$ cat config.mk
export PLATFORM = sky130hd
export DESIGN_NAME = cdt_timer
export DESIGN_NICKNAME = d
export VERILOG_FILES = /design/src/rtl/cdt_pkg.sv /design/src/rtl/cdt_prescaler.sv /design/src/rtl/cdt_engine.sv /design/src/rtl/cdt_timer.sv
export SDC_FILE = /design/constraint.sdc
export NUM_CORES = 1
export LEC_CHECK = 0
export ABC_AREA = 1
export BUFFER_PORTS_ARGS = -buffer_cell sky130_fd_sc_hd__buf_2
export CORE_UTILIZATION = 35
export DETAILED_ROUTE_END_ITERATION = 7
export PLACE_DENSITY = 0.64
export REMOVE_ABC_BUFFERS = 1
export SYNTH_ARGS = -nofsm -noshare
export SYNTH_HDL_FRONTEND = slang
export SYNTH_SLANG_ARGS = --single-unit
$ cat constraint.sdc
create_clock -name clk -period 2 [get_ports clk]
set_input_delay 0.1 -clock clk [delete_from_list [all_inputs] [get_ports clk]]
set_output_delay 0.1 -clock clk [all_outputs]
set_load 0.02 [all_outputs]
$ cat src/rtl/cdt_pkg.sv
package cdt_pkg;

    localparam int PRE_W   = 8;
    localparam int PRE_LSB = 8;
    localparam int BIT_EN  = 0;
    localparam int BIT_REL = 1;
    localparam int BIT_IE  = 2;

    localparam int REG_RELOAD = 0;
    localparam int REG_COUNT  = 1;
    localparam int REG_CTRL   = 2;
    localparam int REG_STATUS = 3;
    localparam int REG_NUM    = 4;

    typedef struct packed {
        logic [PRE_W-1:0] presc;
        logic             ie;
        logic             reload;
        logic             en;
    } ctrl_t;

    typedef enum logic {
        ST_IDLE = 1'b0,
        ST_RUN  = 1'b1
    } run_state_e;

endpackage

$ cat src/rtl/cdt_prescaler.sv
module cdt_prescaler #(
    parameter int PW = 8
) (
    input  logic          clk,
    input  logic          rst_n,
    input  logic          run,
    input  logic          restart,
    input  logic [PW-1:0] limit,
    output logic          tick
);

    logic [PW-1:0] phase_q;

    assign tick = run && !restart && (phase_q == limit);

    always_ff @(posedge clk) begin
        if (!rst_n) begin
            phase_q <= '0;
        end else if (restart || !run || (phase_q == limit)) begin
            phase_q <= '0;
        end else begin
            phase_q <= phase_q + 1'b1;
        end
    end

endmodule

$ cat src/rtl/cdt_engine.sv
module cdt_engine
    import cdt_pkg::*;
#(
    parameter int DW = 32,
    parameter int PW = 8
) (
    input  logic          clk,
    input  logic          rst_n,
    input  logic          tick,
    input  logic          ld_wr,
    input  logic          cnt_wr,
    input  logic          ctl_wr,
    input  logic [DW-1:0] wval,
    input  logic          cur_en,
    input  logic          cur_rel,
    input  logic [PW-1:0] cur_presc,
    input  logic          new_en,
    input  logic          new_rel,
    input  logic [PW-1:0] new_presc,
    input  logic [DW-1:0] reload_val,
    output logic [DW-1:0] count_o,
    output logic          running_o,
    output logic          expire_o
);

    localparam logic [DW-1:0] ONE = DW'(1);

    run_state_e    state_q, state_d;
    logic [DW-1:0] cnt_q, cnt_d;
    logic          terminal;
    logic          wzero;
    logic          cur_p0;

    assign cur_p0   = (cur_presc == '0);
    assign wzero    = (wval == '0);
    assign terminal = !cur_rel || ((reload_val == '0) && cur_p0);

    // state register
    always_ff @(posedge clk) begin
        if (!rst_n) begin
            state_q <= ST_IDLE;
            cnt_q   <= '0;
        end else begin
            state_q <= state_d;
            cnt_q   <= cnt_d;
        end
    end

    // next state and outputs
    always_comb begin
        state_d  = state_q;
        cnt_d    = cnt_q;
        expire_o = 1'b0;
        unique case (state_q)
            ST_IDLE: begin
                state_d = ST_IDLE;
            end
            ST_RUN: begin
                if (tick) begin
                    if (cnt_q != '0) begin
                        cnt_d = cnt_q - ONE;
                        if (cnt_q == ONE) begin
                            expire_o = 1'b1;
                            if (terminal) state_d = ST_IDLE;
                        end
                    end else begin
                        expire_o = !cur_rel || (reload_val == '0);
                        if (cur_rel) cnt_d = reload_val;
                        if (terminal) state_d = ST_IDLE;
                    end
                end
            end
            default: state_d = ST_IDLE;
        endcase

        if (ld_wr) begin
            cnt_d   = wval;
            state_d = (cur_en && (!cur_p0 || !wzero)) ? ST_RUN : ST_IDLE;
        end else if (cnt_wr) begin
            cnt_d   = (cur_en && cur_rel && cur_p0 && wzero) ? reload_val : wval;
            state_d = (cur_en && (!cur_p0 || (cnt_d != '0))) ? ST_RUN : ST_IDLE;
        end else if (ctl_wr) begin
            cnt_d   = (new_en && new_rel && (cnt_q == '0)) ? reload_val : cnt_q;
            state_d = (new_en && ((new_presc != '0) || (cnt_d != '0))) ? ST_RUN : ST_IDLE;
        end
    end

    assign count_o   = cnt_q;
    assign running_o = (state_q == ST_RUN);

endmodule

$ cat src/rtl/cdt_timer.sv
module cdt_timer
    import cdt_pkg::*;
#(
    parameter int DATA_W = 32,
    parameter int ADDR_W = 5
) (
    input  logic              clk,
    input  logic              rst_n,
    input  logic              wr_en,
    input  logic              rd_en,
    input  logic [ADDR_W-1:0] addr,
    input  logic [DATA_W-1:0] wdata,
    output logic [DATA_W-1:0] rdata,
    output logic              irq
);

    localparam int IDX_W = ADDR_W - 2;

    logic [IDX_W-1:0]  widx;
    logic              aligned;
    logic              ld_wr, cnt_wr, ctl_wr, stat_wr;
    logic              restart_w;
    logic              tick_w;
    logic              run_w;
    logic              evt_w;
    logic [DATA_W-1:0] count_w;
    logic [DATA_W-1:0] load_q;
    logic              status_q;
    ctrl_t             ctrl_q, ctrl_new;
    logic [DATA_W-1:0] rd_word;
    logic [DATA_W-1:0] rdata_q;

    assign widx    = addr[ADDR_W-1:2];
    assign aligned = (addr[1:0] == 2'b00);
    assign ld_wr   = wr_en && aligned && (widx == IDX_W'(REG_RELOAD));
    assign cnt_wr  = wr_en && aligned && (widx == IDX_W'(REG_COUNT));
    assign ctl_wr  = wr_en && aligned && (widx == IDX_W'(REG_CTRL));
    assign stat_wr = wr_en && aligned && (widx == IDX_W'(REG_STATUS));
    assign restart_w = ld_wr || cnt_wr || ctl_wr;

    assign ctrl_new.presc  = wdata[PRE_LSB +: PRE_W];
    assign ctrl_new.ie     = wdata[BIT_IE];
    assign ctrl_new.reload = wdata[BIT_REL];
    assign ctrl_new.en     = wdata[BIT_EN];

    cdt_prescaler #(.PW(PRE_W)) u_pre (
        .clk     (clk),
        .rst_n   (rst_n),
        .run     (run_w),
        .restart (restart_w),
        .limit   (ctrl_q.presc),
        .tick    (tick_w)
    );

    cdt_engine #(.DW(DATA_W), .PW(PRE_W)) u_eng (
        .clk        (clk),
        .rst_n      (rst_n),
        .tick       (tick_w),
        .ld_wr      (ld_wr),
        .cnt_wr     (cnt_wr),
        .ctl_wr     (ctl_wr),
        .wval       (wdata),
        .cur_en     (ctrl_q.en),
        .cur_rel    (ctrl_q.reload),
        .cur_presc  (ctrl_q.presc),
        .new_en     (ctrl_new.en),
        .new_rel    (ctrl_new.reload),
        .new_presc  (ctrl_new.presc),
        .reload_val (load_q),
        .count_o    (count_w),
        .running_o  (run_w),
        .expire_o   (evt_w)
    );

    always_ff @(posedge clk) begin
        if (!rst_n) begin
            load_q   <= '0;
            ctrl_q   <= '0;
            status_q <= 1'b0;
        end else begin
            if (ld_wr)  load_q <= wdata;
            if (ctl_wr) ctrl_q <= ctrl_new;
            if (evt_w) begin
                status_q <= 1'b1;
            end else if (stat_wr && wdata[0]) begin
                status_q <= 1'b0;
            end
        end
    end

    always_comb begin
        rd_word = '0;
        if (aligned) begin
            case (widx)
                IDX_W'(REG_RELOAD): rd_word = load_q;
                IDX_W'(REG_COUNT):  rd_word = count_w;
                IDX_W'(REG_CTRL): begin
                    rd_word[PRE_LSB +: PRE_W] = ctrl_q.presc;
                    rd_word[BIT_IE]           = ctrl_q.ie;
                    rd_word[BIT_REL]          = ctrl_q.reload;
                    rd_word[BIT_EN]           = ctrl_q.en;
                end
                IDX_W'(REG_STATUS): rd_word[0] = status_q;
                default:            rd_word = '0;
            endcase
        end
    end

    always_ff @(posedge clk) begin
        if (!rst_n) begin
            rdata_q <= '0;
        end else if (rd_en) begin
            rdata_q <= rd_word;
        end
    end

    assign rdata = rdata_q;
    assign irq   = status_q && ctrl_q.ie;

endmodule

==> flow_metrics.env <==
export IMPL_numCtsBuffers=17
export IMPL_wire_per_inst_um=17.76
export IMPL_route_met3_wl_um=2826
export IMPL_timing_hold_ws_ns=0.04228
export IMPL_setup_viol=31
export IMPL_ys_seq_area_frac=0.3026
export IMPL_skew_ns=0.008024
export IMPL_numClockSinks=117
export IMPL_dieArea_um2=22720
export IMPL_reg2regPathDepth=18
export IMPL_total_power_mw=9.898
export IMPL_startpoint="u_eng.count_o[1]"
export IMPL_regArea_um2=2352
export IMPL_dp_cells=1731
export IMPL_pwr_density_cell_nw_per_um2=874.7
export IMPL_critPathKind="reg2reg"
export IMPL_grt_overflow=0
export IMPL_max_vdd_ir_drop_uv=609.5
export IMPL_area_delta_synth_final_pct=46.18
export IMPL_finalCritPeriodShare=1.114
export IMPL_start_util=0.3558
export IMPL_grt_pass1_wl_um=49380
export IMPL_die_w_um=150.7
export IMPL_cp_data_required_time_ns=2.33
export IMPL_finish_utilization=0.5201
export IMPL_rr_endpoint="u_eng.running_o"
export IMPL_power_leakage_nw=4.920
export IMPL_synthDistinctLibCells=42
export IMPL_final_common_cell="nand2_1"
export IMPL_rsz0062_at_grt="true"
export IMPL_portBuffers=73
export IMPL_syn_avg_cell_area_um2=6.218
export IMPL_fin_area_um2=11320
export IMPL_grt_antenna_before_repair=0
export IMPL_dr_pass1_iters=6
export IMPL_ys_ff_latch=117
export IMPL_insertedDiodeCount=0
export IMPL_place_area_um2=9722
export IMPL_rrSetupSlack_ns=-0.23
export IMPL_failed_checks="negative setup slack"
export IMPL_drive_gt1_frac=0.3127
export IMPL_grt_start_max_net_pins=60
export IMPL_route_detailed_drc=0
export IMPL_synth_top_area_cell="dfxtp_1"
export IMPL_min_period_ns=2.229
export IMPL_critPathArrivalTime_ns=2.56
export IMPL_layout_cells_non_filler=1799
export IMPL_grt_pass1_vias=9135
export IMPL_tightest_slew_ns=0.7038
export IMPL_grtUsageTotal=0.2852
export IMPL_min_path_type="in2reg"
export IMPL_pin_count=74
export IMPL_start_kind="flip-flop"
export IMPL_yosysTopAreaCellShare=0.3026
export IMPL_multi_input_area_um2=5129
export IMPL_crit_path_end_kind="flip-flop"
export IMPL_htree_levels=4
export IMPL_syn_inst=1245
export IMPL_place_ws_ns=-0.4312
export IMPL_cts_tree="done"
export IMPL_crit_fanout=7
export IMPL_drv_slew=0
export IMPL_setup_slack_ns=-0.2285
export IMPL_gp_congestion=0.9646
export IMPL_relSlewSlack=0.5308
export IMPL_core_um2=21760
export IMPL_clk_pin_slew_ns=0.06
export IMPL_rr_startpoint="u_eng.count_o[1]"
export IMPL_synth_area_um2=7741
export IMPL_num_vias=9768
export IMPL_fin_nets=1551
export IMPL_top_layer="met4"
export IMPL_synth_area_top_cells="dfxtp_1 (30%), nand2_1 (14%), a21oi_1 (8.2%), nor2_1 (6.8%), inv_1 (5.8%)"
export IMPL_cts_max_path_buffers=2
export IMPL_hpwl_um=21970
export IMPL_routed_wl_um=31960
export IMPL_wl_met2_um=14530
export IMPL_postRouteAntennaNets=0
export IMPL_wl_met1_um=13650
export IMPL_drt_initial_drc_count=1224
export IMPL_yosys_warnings=0
export IMPL_tns_ns=-1.862
export IMPL_row_count=54
export IMPL_cap_violations=0
export IMPL_worstSkewPairLatency_ns=0.43
export IMPL_root_buffer="clkbuf_16"
export IMPL_hold_violations=0
export IMPL_endpoint="u_eng.running_o"
export IMPL_die_h_um=150.7
export IMPL_timing_fmax_mhz=448.7
export IMPL_status="finished, violations left"
export IMPL_post_drt_via_cell_ratio=5.430
export IMPL_final_cell_mix="nand2_1 (273), buf_4 (200), a21oi_1 (119)"
export IMPL_nFillCells=2105
worst max-delay path, cell delays in order, from the launching register on:
cell      delay, ns
dfxtp_2        0.33
inv_4          0.07
ha_4           0.14
nand2_4        0.06
nor2_4         0.15
nand2_4        0.08
nor2_8         0.21
buf_12         0.14
nand2_8        0.08
nand2_2        0.08
nand2_2        0.05
nor2_2         0.10
nand3b_1       0.15
nor2_2         0.18
nand3_1        0.09
nand2_1        0.06
nand2_1        0.05
nand2_1        0.05
nand2_1        0.04
logic make-up (layout without fill, tap and decap cells):
logic type	Yosys count	count (layout)	share of synthesized area
AND/OR/NAND/NOR	577	578	0.3195
AO/OA/AOI/OAI	327	327	0.2400
buffers and inverters	193	466	0.1009
flip-flops	117	117	0.3026
XOR/XNOR	27	27	0.03055
adder cells (fa/ha/maj)	4	4	0.006465
state kept, by name (all words and copies together) (netlist names):
| register | cells |
|---|---|
| u_eng.count_o | 32 |
| status_q | 1 |
| load_q | 32 |
| rdata | 32 |
| u_eng.running_o | 1 |
| u_pre.phase_q | 8 |
| ctrl_q | 11 |
cells in the mapped netlist, drive strengths merged:
cell type  instances
o211ai            37
a31oi             14
clkinv             4
dfxtp            117
o21a               1
ha                 4
clkbuf            39
a21oi            127
o31ai              1
o221ai             8
xnor2              9
nand3             79
nand4             19
nor2             155
nand2            303
buf               25
nor3               9
a211oi             2
o21bai            14
nor3b              2
o2111ai            1
o21ai             97
a22oi              1
nand3b             2
o22ai             24
or2                2
xor2              18
nor4               6
inv              125
worst min-delay path by stage:
stage,startpoint,end,slack [ns],depth (start not counted)
6_report,wdata[1],ctrl_q[1],0.04,3
5_1_grt,wdata[1],ctrl_q[1],0.06,3
3_5_place_dp,wdata[28],load_q[28],0.41,3
3_3_place_gp,wdata[5],load_q[5],0.41,3
4_1_cts,wdata[1],ctrl_q[1],0.04,3
2_1_floorplan,rst_n,u_eng.running_o,0.20,2
power breakdown:
group	switching, mW	internal (mW)
sequential	0.0438	2.38
combinational	2.10	1.79
clock	1.23	2.35
routing by layer:
metal  up-vias  track usage
li1       4687            -
met1      4466       0.3831
met2       533       0.4569
met3        82      0.04848
met4         0       0.1005
met5         -            0
layout make-up:
cell class              count  area share
clock buffers              21     0.04246
multi-input cells         936      0.4532
inverters                 129     0.04412
well taps                 280     0.03096
clock inverters            11     0.01736
flip-flops and latches    117      0.2079
repair buffers            305      0.2040
timing repair:
item / CTS / global route
pin swaps: 34 / 52
hold buffers: 3 / 0
resized for setup: 76 / 123
hold endpoints to repair: 3 / 0
cloned: 1 / 0
endpoints found under the setup margin: 33 / 33
setup buffers: 20 / 13
Note: power is estimated with default switching activity, not from simulation.
